`config.mk`:
```
export PLATFORM = sky130hd
export DESIGN_NAME = irq_vector_ctrl
export DESIGN_NICKNAME = d
export VERILOG_FILES = /design/src/rtl/irqv_pkg.sv /design/src/rtl/irqv_timer.sv /design/src/rtl/irqv_ctrl.sv /design/src/rtl/irqv_datapath.sv /design/src/rtl/irq_vector_ctrl.sv
export SDC_FILE = /design/constraint.sdc
export NUM_CORES = 1
export LEC_CHECK = 0
export ABC_CLOCK_PERIOD_IN_PS = 2450
export BUFFER_PORTS_ARGS = -buffer_cell sky130_fd_sc_hd__buf_2
export CAP_MARGIN = 20
export CORE_MARGIN = 2
export CORE_UTILIZATION = 50
export CTS_CLUSTER_DIAMETER = 40
export DETAILED_ROUTE_END_ITERATION = 8
export GPL_TIMING_DRIVEN = 0
export PLACE_DENSITY = 0.69
export REMOVE_ABC_BUFFERS = 1
export SETUP_SLACK_MARGIN = 0.3
export SKIP_LAST_GASP = 1
export SLEW_MARGIN = 20
export SYNTH_ARGS = -nofsm -noshare
export SYNTH_HDL_FRONTEND = slang
export SYNTH_SLANG_ARGS = --single-unit
export TNS_END_PERCENT = 20
```
`constraint.sdc`:
```
create_clock -name clk -period 2.45 [get_ports clk]
set_input_delay 0.49 -clock clk [delete_from_list [all_inputs] [get_ports clk]]
set_output_delay 0.49 -clock clk [all_outputs]
set_load 0.05 [all_outputs]
```
`src/rtl/irqv_pkg.sv`:
```
package irqv_pkg;
  localparam int NUM_TMR = 5;
  localparam int NUM_SRC = 8;
  localparam int IDX_W   = $clog2(NUM_SRC);
  localparam int DATA_W  = 8;
  localparam logic [2:0] MASK_ADDR = 3'd5;
  localparam logic [2:0] CMD_ADDR  = 3'd6;
  localparam int SLOT_SENSE = 2;
  localparam int SLOT_RX    = 4;
  localparam int SLOT_TX    = 5;
  localparam int SLOT_SHARE = 7;

  typedef struct packed {
    logic [NUM_TMR-1:0] tmrLoad;
    logic               maskWr;
    logic               softRst;
    logic               ackFreeze;
    logic               ackEnd;
    logic               par7Sel;
  } strobe_t;

  function automatic int timerSlot(input int k);
    case (k)
      0: return 0;
      1: return 1;
      2: return 3;
      3: return 6;
      default: return 7;
    endcase
  endfunction

  function automatic logic [DATA_W-1:0] slotOpcode(input logic [IDX_W-1:0] idx);
    return {2'b11, idx, 3'b111};
  endfunction
endpackage

```
`src/rtl/irqv_timer.sv`:
```
module irqv_timer #(
  parameter int TMR_W = 8
) (
  input  logic             clk,
  input  logic             rstN,
  input  logic             loadEn,
  input  logic [TMR_W-1:0] loadVal,
  input  logic             tick,
  input  logic             clr,
  input  logic             ackClr,
  output logic             reqOut
);
  logic [TMR_W-1:0] cntQ;
  logic             reqQ;

  always_ff @(posedge clk or negedge rstN) begin
    if (!rstN) begin
      cntQ <= '0;
      reqQ <= 1'b0;
    end else if (clr) begin
      cntQ <= '0;
      reqQ <= 1'b0;
    end else if (loadEn) begin
      cntQ <= loadVal;
      reqQ <= 1'b0;
    end else begin
      if (ackClr) reqQ <= 1'b0;
      if (tick && cntQ != '0) begin
        cntQ <= cntQ - 1'b1;
        if (cntQ == TMR_W'(1)) reqQ <= 1'b1;
      end
    end
  end

  assign reqOut = reqQ;

  AST_TMR_FIRE_AT_ONE: assert property (@(posedge clk) disable iff (!rstN)
    $rose(reqQ) |-> ($past(cntQ) == TMR_W'(1) && $past(tick)));
  AST_TMR_STOPPED: assert property (@(posedge clk) disable iff (!rstN)
    (cntQ == '0 && !loadEn) |=> cntQ == '0);
endmodule

```
`src/rtl/irqv_ctrl.sv`:
```
module irqv_ctrl
  import irqv_pkg::*;
(
  input  logic              clk,
  input  logic              rstN,
  input  logic              wrEn,
  input  logic [2:0]        wrAddr,
  input  logic [3:0]        cmdIn,
  input  logic              intAck,
  input  logic [DATA_W-1:0] addrIn,
  output strobe_t           strb,
  output logic [DATA_W-1:0] ackData,
  output logic              ackDrive
);
  logic rst7Q, ackEnQ, par7Q, ackPrevQ;
  logic cmdWr;

  assign cmdWr = wrEn && (wrAddr == CMD_ADDR);

  always_ff @(posedge clk or negedge rstN) begin
    if (!rstN) begin
      rst7Q    <= 1'b0;
      ackEnQ   <= 1'b0;
      par7Q    <= 1'b0;
      ackPrevQ <= 1'b0;
    end else begin
      ackPrevQ <= intAck;
      if (cmdWr) begin
        par7Q  <= cmdIn[3];
        ackEnQ <= cmdIn[2];
        rst7Q  <= cmdIn[1];
      end
    end
  end

  always_comb begin
    for (int k = 0; k < NUM_TMR; k++)
      strb.tmrLoad[k] = wrEn && (wrAddr == 3'(k));
    strb.maskWr    = wrEn && (wrAddr == MASK_ADDR);
    strb.softRst   = cmdWr && cmdIn[0];
    strb.ackFreeze = intAck || ackPrevQ;
    strb.ackEnd    = ackPrevQ && !intAck;
    strb.par7Sel   = par7Q;
  end

  assign ackDrive = intAck && ackEnQ;
  assign ackData  = rst7Q ? {DATA_W{1'b1}} : addrIn;

  AST_ACK_ONLY_IN_CYCLE: assert property (@(posedge clk) disable iff (!rstN)
    ackDrive |-> intAck);
  AST_END_AFTER_ACK: assert property (@(posedge clk) disable iff (!rstN)
    strb.ackEnd |-> $past(intAck));
endmodule

```
`src/rtl/irqv_datapath.sv`:
```
module irqv_datapath
  import irqv_pkg::*;
#(
  parameter int TMR_W = 8
) (
  input  logic              clk,
  input  logic              rstN,
  input  strobe_t           strb,
  input  logic [DATA_W-1:0] wrData,
  input  logic              tickEn,
  input  logic              senseIn,
  input  logic              rxReady,
  input  logic              txEmpty,
  input  logic              parBit7,
  output logic              irqPending,
  output logic [DATA_W-1:0] addrOut
);
  logic [NUM_SRC-1:0] maskQ;
  logic [NUM_SRC-1:0] srcVec;
  logic [NUM_SRC-1:0] masked;
  logic [NUM_TMR-1:0] tmrReq;
  logic [IDX_W-1:0]   winIdx;
  logic               pendQ;
  logic [DATA_W-1:0]  addrQ;

  for (genvar k = 0; k < NUM_TMR; k++) begin : g_tmr
    localparam int SLOT = timerSlot(k);
    logic ackHit;
    assign ackHit = strb.ackEnd && (addrQ[7:6] == 2'b11) &&
                    (addrQ[3+:IDX_W] == IDX_W'(SLOT)) &&
                    !(SLOT == SLOT_SHARE && strb.par7Sel);
    irqv_timer #(.TMR_W(TMR_W)) tmr_i (
      .clk    (clk),
      .rstN   (rstN),
      .loadEn (strb.tmrLoad[k]),
      .loadVal(wrData[TMR_W-1:0]),
      .tick   (tickEn),
      .clr    (strb.softRst),
      .ackClr (ackHit),
      .reqOut (tmrReq[k])
    );
  end

  always_comb begin
    srcVec = '0;
    for (int k = 0; k < NUM_TMR - 1; k++)
      srcVec[timerSlot(k)] = tmrReq[k];
    srcVec[SLOT_SHARE] = strb.par7Sel ? parBit7 : tmrReq[NUM_TMR-1];
    srcVec[SLOT_SENSE] = !senseIn;
    srcVec[SLOT_RX]    = rxReady;
    srcVec[SLOT_TX]    = txEmpty;
  end

  assign masked = srcVec & maskQ;

  always_comb begin
    winIdx = '0;
    for (int i = 0; i < NUM_SRC; i++)
      if (masked[i]) winIdx = IDX_W'(i);
  end

  always_ff @(posedge clk or negedge rstN) begin
    if (!rstN) begin
      maskQ <= '0;
      pendQ <= 1'b0;
      addrQ <= '0;
    end else begin
      if (strb.maskWr) maskQ <= wrData;
      pendQ <= strb.softRst ? 1'b0 : (|masked);
      if (!strb.ackFreeze && (|masked)) addrQ <= slotOpcode(winIdx);
    end
  end

  assign irqPending = pendQ;
  assign addrOut    = addrQ;

  AST_ADDR_FROZEN: assert property (@(posedge clk) disable iff (!rstN)
    strb.ackFreeze |=> $stable(addrQ));
  AST_ADDR_FORM: assert property (@(posedge clk) disable iff (!rstN)
    (addrQ == '0) || (addrQ[2:0] == 3'b111 && addrQ[7:6] == 2'b11));
  AST_SOFT_CLEARS: assert property (@(posedge clk) disable iff (!rstN)
    strb.softRst |=> !pendQ);
endmodule

```
`src/rtl/irq_vector_ctrl.sv`:
```
module irq_vector_ctrl
  import irqv_pkg::*;
#(
  parameter int TMR_W = 8
) (
  input  logic              clk,
  input  logic              rstN,
  input  logic              wrEn,
  input  logic [2:0]        wrAddr,
  input  logic [DATA_W-1:0] wrData,
  input  logic              tickEn,
  input  logic              senseIn,
  input  logic              rxReady,
  input  logic              txEmpty,
  input  logic              parBit7,
  input  logic              intAck,
  output logic              irqPending,
  output logic [DATA_W-1:0] addrOut,
  output logic [DATA_W-1:0] ackData,
  output logic              ackDrive
);
  strobe_t strb;

  irqv_ctrl ctrl_i (
    .clk     (clk),
    .rstN    (rstN),
    .wrEn    (wrEn),
    .wrAddr  (wrAddr),
    .cmdIn   ({wrData[7], wrData[3], wrData[2], wrData[0]}),
    .intAck  (intAck),
    .addrIn  (addrOut),
    .strb    (strb),
    .ackData (ackData),
    .ackDrive(ackDrive)
  );

  irqv_datapath #(.TMR_W(TMR_W)) dp_i (
    .clk       (clk),
    .rstN      (rstN),
    .strb      (strb),
    .wrData    (wrData),
    .tickEn    (tickEn),
    .senseIn   (senseIn),
    .rxReady   (rxReady),
    .txEmpty   (txEmpty),
    .parBit7   (parBit7),
    .irqPending(irqPending),
    .addrOut   (addrOut)
  );
endmodule

```
==> run metrics, run 1 <==
outcome=completed; Post-Syn Area=just under 4000 µm²; initial detailed-routing violation count=about 220; leakage power=0.001819 µW; routed wire length=between 9000 and 10000 µm; worst vdd ir=0.5185 mV; post-synthesis compound-gate area fraction=~22%; Seq cells post-synth=62; fraction of layout cells with a size suffix above 1=~20%; Largest stage delay, worst path=roughly 0.52 ns; pin slew with the least headroom to its limit=about 0.8 ns; setup ws final=0.3813 ns; gr usage total=between 20% and 30%; Synth Area in Adders=~3.2%; sequential share of the synthesized area=around two fifths; Worst setup EP type=register; initial antenna violation count=0; Tmin final=slightly above 2 ns; fillers=699; first-pass GRT wire length=between 15000 and 20000 µm; worst-path maximum fanout=6; Slowest cell on crit path=or3b_2; final net count=around 480; max-slew violation count=0; Core ar.=about 7600 µm²; Synth Instances=between 400 and 500; xor-xnor portion of the synthesized cell area=under 10%; Core Util, Final=roughly 57%; I/O pin count=38; family with the most delay on the worst path=simple AND/OR/NAND/NOR gates; pre-CTS WS=about 0.12 ns; Remaining DRCs=0; CP Class=reg2reg; Clock Pin Slew Worst Setup and Hold Paths=around 0.080 ns; Final Cycle Share=84.44%; Req. time, crit path=about 2.7 ns; RSZ-0062 raised after global routing=true; antenna-violating nets left=0; Die W=a little over 90 µm; Post-DP HPWL=6860 µm; number of antenna repair diodes=0; Die ar.=8465 µm²; Non-Filler Instances=552; Port Buffers=37; FFs w/ async S/R, synth=100.0%; largest net degree at the start of global routing=33; P per Cell Area=around 1100 nW/µm²; total grt overflow=0; Finish-stage setup viols=0; WP buf/inv=1; CTS Buf Count=9; worst min path class=in2async; Initial Utilization=50.90%; clock skew=slightly above 0.009 ns; Critical Path AT=~2.3 ns; Clock Latency Late Sink=0.35 ns; cells along the critical path=inv_1, ha_1, or3b_2, o21ai_1, nand2_1, a32o_1; ys flop type=dfrtp_1; Tot Pwr=just under 5000 µW; Max-Slew Margin vs Limit=45.96%; multiplexer share of the synthesized area=roughly 4.2%; clock root cell=clkbuf_8; DR pass1 iterations=5; yosys warns=0; htree depth=3; Avg Cell Area, Syn=slightly above 9 µm²; Sink Count=62; Synth Area in Simple Gates=around a quarter; Fin. Hold Viols=0; Worst Setup Start Kind=register; hold buffer count at CTS=0; Layout Area Growth over Synthesis=11.79%; Via density=6.112; fmax=a little under 0.5 GHz; deepest clock path buffer count=2; main combinational cell family by area after synthesis=simple AND/OR/NAND/NOR gates; number of enable flip-flop cells after synthesis=0; routed via count=3374; vias in the first global route=roughly 3200; placer congestion estimate=about 0.94; CTS tree=done; FP Rows=32; Die H=92.01 µm; WL/cell=around 18 µm; max-cap viol count=0; placed cell count=535; count of cell types in the netlist=between 60 and 70
==> cells by family after synthesis <==
kind of cell    after synthesis
compound gates              128
fa+ha+maj                    10
simple gates                157
xor+xnor                      8
mux                          15
buf+inv                      41
flops                        62
==> flip-flops by register name, indices dropped and copies added (netlist names) <==
signal / count
dp_i.addrOut: 4
ctrl_i.ackEnQ: 1
ctrl_i.ackPrevQ: 1
dp_i.maskQ: 8
ctrl_i.rst7Q: 1
ctrl_i.par7Q: 1
dp_i.g_tmr.tmr_i.cntQ: 40
dp_i.g_tmr.tmr_i.reqOut: 5
dp_i.irqPending: 1
==> cell type report <==
| cell class | instances | area [µm²] | share of cell area, % |
|---|---|---|---|
| clock buffers | 9 | 123.9 | 2.861 |
| clock inverters | 7 | 98.84 | 2.283 |
| inverters | 15 | 56.30 | 1.301 |
| multi-input cells | 318 | 2156 | 49.80 |
| flip-flops and latches | 62 | 1551 | 35.84 |
| well taps | 102 | 127.6 | 2.948 |
| repair buffers | 39 | 215.2 | 4.971 |
==> metrics by stage <==
| step | hold slack (ns) | instance area (µm²) | TNS (ns) |
|---|---|---|---|
| after floorplan | 0.1944 | 3740 | -5.940 |
| after global placement | 0.4719 | 4053 | -4.862 |
| after detailed placement | 0.4636 | 4090 | 0 |
| after CTS | 0.09738 | 4320 | 0 |
| after global routing | 0.1059 | 4329 | 0 |
| final | 0.07828 | 4329 | 0 |
==> power by group <==
part	switching [µW]	total [µW]	internal (µW)	leakage, µW
Sequential	516	1950	1440	0.000764
Clock	442	1020	576	0.000109
Combinational	1090	1920	831	0.000945
==> metal layers <==
metal  vias to the layer above  wire length (µm)  GRT usage, %  share of wire (%)
li1                       1625                 -             -                  -
met1                      1632              4386         33.33                 45
met2                        97              4660         37.81                 48
met3                        20               482         3.780                4.9
met4                         0               212         8.706                2.2
met5                         -                 0             0                  0
==> cell usage in the layout (no fill, tap or decap), types with 4 or more instances in the layout <==
cell / synthesis / final
o311ai_0: 4 / 4
o31ai_1: 4 / 4
clkbuf_8: 0 / 9
xnor2_1: 8 / 8
nand2_1: 28 / 28
o211ai_1: 7 / 7
a22oi_1: 4 / 4
or4_1: 7 / 7
ha_1: 10 / 9
nor3b_1: 5 / 5
nor4_1: 9 / 9
a31oi_1: 4 / 4
nor3_1: 11 / 11
dfrtp_1: 62 / 62
o21ai_0: 34 / 34
nor2_1: 27 / 27
mux2i_1: 4 / 4
and4b_1: 4 / 4
nor2b_1: 7 / 7
or2_2: 7 / 7
inv_1: 15 / 15
or3_1: 7 / 7
a21oi_1: 36 / 36
buf_2: 4 / 36
nand2b_1: 4 / 4
nand3_1: 16 / 16
mux2_2: 11 / 11
==> worst paths after layout <==
path,start,end,slack (ns),depth (start not counted)
worst max-delay path,dp_i.g_tmr[3].tmr_i.cntQ[0],dp_i.g_tmr[3].tmr_i.cntQ[4],0.38,6
worst min-delay path,rstN,dp_i.g_tmr[2].tmr_i.cntQ[5],0.08,1
worst max register to register,dp_i.g_tmr[3].tmr_i.cntQ[0],dp_i.g_tmr[3].tmr_i.cntQ[4],0.38,6
worst min register to register,dp_i.maskQ[2],dp_i.maskQ[2],0.50,2
max in group asynchronous,rstN,dp_i.g_tmr[0].tmr_i.cntQ[6],1.87,2
min in group clk,intAck,ctrl_i.ackPrevQ,0.29,1
==> synth_stat cells, types with 4 or more instances <==
cell type  count  share of area (%)
nor3_1        11                1.4
or3_1          7                1.1
o31ai_1        4               0.78
nand2_1       28                2.7
buf_2          4               0.52
a21oi_1       36                4.7
nor4_1         9                1.5
ha_1          10                3.2
xnor2_1        8                1.8
nor2_1        27                2.6
clkbuf_1      12                1.2
nor2b_1        7                1.1
buf_4          8                1.6
or4_1          7                1.4
mux2i_1        4                1.0
nand3_1       16                2.1
a22oi_1        4               0.78
and4b_1        4                1.0
o21ai_0       34                4.4
nor3b_1        5               0.97
o211ai_1       7                1.4
nand2b_1       4               0.65
mux2_2        11                3.2
inv_1         15                1.5
o311ai_0       4               0.90
dfrtp_1       62                 40
or2_2          7                1.1
a31oi_1        4               0.65
==> timing repair <==
item / in CTS / in global routing
setup endpoints to repair: 6 / 15
gates resized for setup: 0 / 3
buffers inserted: 1 / 0
pin swaps: 1 / 1
(Power assumes the default switching activity.)
==> run 2, diff against run 1 <==
--- a/config.mk
+++ b/config.mk
@@ -5,7 +5,7 @@
 export SDC_FILE = /design/constraint.sdc
 export NUM_CORES = 1
 export LEC_CHECK = 0
-export ABC_CLOCK_PERIOD_IN_PS = 2450
+export ABC_CLOCK_PERIOD_IN_PS = 2000
 export BUFFER_PORTS_ARGS = -buffer_cell sky130_fd_sc_hd__buf_2
 export CAP_MARGIN = 20
 export CORE_MARGIN = 2
==> constraint.sdc (replaced) <==
create_clock -name clk -period 2 [get_ports clk]
set_input_delay 0.4 -clock clk [delete_from_list [all_inputs] [get_ports clk]]
set_output_delay 0.4 -clock clk [all_outputs]
set_load 0.05 [all_outputs]
==> run 2 against run 1 <==
Against the previous run: the flow now finishes with violations (hold timing); count of clock-buffer cells in the layout unchanged; clock power rose by 22%; worst setup slack got worse by 0.16 ns; cell area increased by 6.4%; clock skew increased by 0.0026 ns; final cell count is 3.3% higher; wire length is 5.4% higher; first-iteration DRC count is 12% lower; combinational power increased by 49%; total power up 33%; register-to-register slack got worse by 0.16 ns; largest cell class unchanged; highest routed layer unchanged.
==> run metrics, run 2 (synthesis gave the netlist of run 1 again) <==
CP Depth=6 (unchanged); Clock Pin Slew Worst Setup and Hold Paths=0.08 ns (about the same); design area=4606 µm² (was 4329 µm²); Die ar.=8465 µm² (unchanged); Worst setup EP type=register (unchanged); number of flip-flops under the largest register name=40 (unchanged); deepest clock path buffer count=2 (unchanged); htree depth=3 (unchanged); Largest stage delay, worst path=0.42 ns (was 0.52 ns); Port Buffers=37 (unchanged); Via density=6.139 (was 6.112); Die W=92.01 µm (unchanged); Placed Area=4090 µm² (unchanged); slack of the worst reg-to-reg path=0.22 ns (was 0.38 ns); fmax=0.5614 GHz (was 0.4834 GHz); pin slew with the least headroom to its limit=0.8429 ns (was 0.8094 ns); RSZ-0062 raised after global routing=true (unchanged); outcome=finished, violations left (was completed); Sink Count=62 (unchanged); Layout Area Growth over Synthesis=18.93% (was 11.79%); largest net degree at the start of global routing=33 (unchanged); routed wire length=10270 µm (was 9741 µm); CP Class=reg2reg (unchanged); WL/cell=18.01 µm (was 17.65 µm); routed via count=3499 (was 3374); P per Cell Area=1414 nW/µm² (was 1131 nW/µm²); clock skew=0.01183 ns (was 0.009272 ns); Remaining DRCs=0 (unchanged); number of antenna repair diodes=0 (unchanged); hold slack=-0.003831 ns (was 0.07828 ns); Slowest cell on crit path=or3b_4 (was or3b_2); total grt overflow=0 (unchanged); r2r startpoint=dp_i.g_tmr[3].tmr_i.cntQ[1] (was dp_i.g_tmr[3].tmr_i.cntQ[0]); R2R cell count=6 (unchanged); leakage power=0.001941 µW (was 0.001819 µW); Worst Setup Start Kind=register (unchanged); clock root cell=clkbuf_8 (unchanged); initial detailed-routing violation count=190 (was 217); worst-path maximum fanout=5 (was 6); Fin. Hold Viols=3 (was 0); WP buf/inv=1 (unchanged); cells along the critical path=inv_2, ha_4, or3b_4, or3_1, a21oi_2, a32o_2 (was inv_1, ha_1, or3b_2, o21ai_1, nand2_1, a32o_1); gr usage total=25.07% (was 23.90%); DR pass1 iterations=4 (was 5); Core ar.=7607 µm² (unchanged); Top reg by flops=dp_i.g_tmr.tmr_i.cntQ (unchanged); violated checks=hold timing; Max-Slew Margin vs Limit=43.60% (was 45.96%); family with the most delay on the worst path=simple AND/OR/NAND/NOR gates (unchanged); commonest non-fill, non-tap cells in the layout=dfrtp_1, a21oi_1, buf_2 (unchanged); Req. time, crit path=2.29 ns (was 2.69 ns); CTS Buf Count=9 (unchanged); CTS tree=done (unchanged); initial antenna violation count=0 (unchanged); Critical Path AT=2.07 ns (was 2.31 ns); Post-DP HPWL=6860 µm (unchanged); Initial Utilization=50.90% (unchanged); worst r2r dst=dp_i.g_tmr[3].tmr_i.cntQ[4] (unchanged); max-cap viol count=0 (unchanged); antenna-violating nets left=0 (unchanged); fraction of layout cells with a size suffix above 1=27.99% (was 19.78%); FP Rows=32 (unchanged); Clock Latency Late Sink=0.34 ns (was 0.35 ns); worst vdd ir=0.6713 mV (was 0.5185 mV); Die H=92.01 µm (unchanged); Tmin final=1.781 ns (was 2.069 ns); most common cell after layout, fill and taps aside=dfrtp_1 (unchanged); worst min path class=in2async (unchanged); I/O pin count=38 (unchanged); max-slew violation count=0 (unchanged); placer congestion estimate=0.9436 (unchanged); first-pass GRT wire length=16840 µm (was 15990 µm); vias in the first global route=3377 (was 3197); Finish-stage setup viols=0 (unchanged); Final Cycle Share=89.06% (was 84.44%); final net count=493 (was 475)
==> run 2: cell types whose count changed in the layout (fill, tap and decap cells not counted), sizes merged <==
cell,change
clkbuf,+1
buf,+17
==> run 2: how the worst max path moves through the flow <==
stage,start,to,slack [ns]
2_1_floorplan,dp_i.addrOut[2],ackData[0],-1.41
3_3_place_gp,wrAddr[2],dp_i.g_tmr[4].tmr_i.cntQ[3],-1.03
3_5_place_dp,tickEn,dp_i.g_tmr[2].tmr_i.cntQ[5],-0.24
4_1_cts,dp_i.g_tmr[1].tmr_i.cntQ[1],dp_i.g_tmr[1].tmr_i.cntQ[7],0.22
5_1_grt,dp_i.g_tmr[3].tmr_i.cntQ[1],dp_i.g_tmr[3].tmr_i.cntQ[4],0.16
6_report,dp_i.g_tmr[3].tmr_i.cntQ[1],dp_i.g_tmr[3].tmr_i.cntQ[4],0.22
==> run 2: metrics by stage <==
stage                     instances  worst slack (ns)  total power [µW]  util (%)  setup TNS, ns
after global routing            570            0.1637              6977     60.54              0
after floorplan                 395            -1.412              4099         -         -13.01
final                           570            0.2188              6511     60.54              0
after global placement          534            -1.033              4622     53.27         -9.283
after detailed placement        535           -0.2382              4722     53.77         -2.252
after CTS                       567            0.2168              6334     59.41              0
==> run 2: what timing repair did <==
item,4_1_cts,5_1_grt
setup buffers,16,3
resized for setup,33,14
pin swaps,13,11
setup endpoints to repair,41,44
hold buffers,0,0
==> run 2: metal layers <==
layer  global-route usage [%]  vias to the layer above  part of all wire (%)
li1                         -                     1658                     -
met4                    10.20                        0                   2.4
met2                    40.63                      104                    49
met1                    33.55                     1716                    44
met5                        0                        -                     0
met3                    4.191                       21                   4.9
==> run 2: area by class of cell <==
class / count / area, µm²
tap: 102 / 127.6
fill: 666 / 3002
clock inverter: 7 / 98.84
inverter: 15 / 56.30
multi-input combinational: 318 / 2281
sequential: 62 / 1553
timing repair buffer: 57 / 365.4
clock buffer: 9 / 123.9
==> run 2: power by group <==
group          internal, µW  switching, µW  leakage (µW)
Combinational          1340           1520       0.00107
Sequential             1760            645      0.000764
Clock                   705            539      0.000109
Total                  3800           2710       0.00194
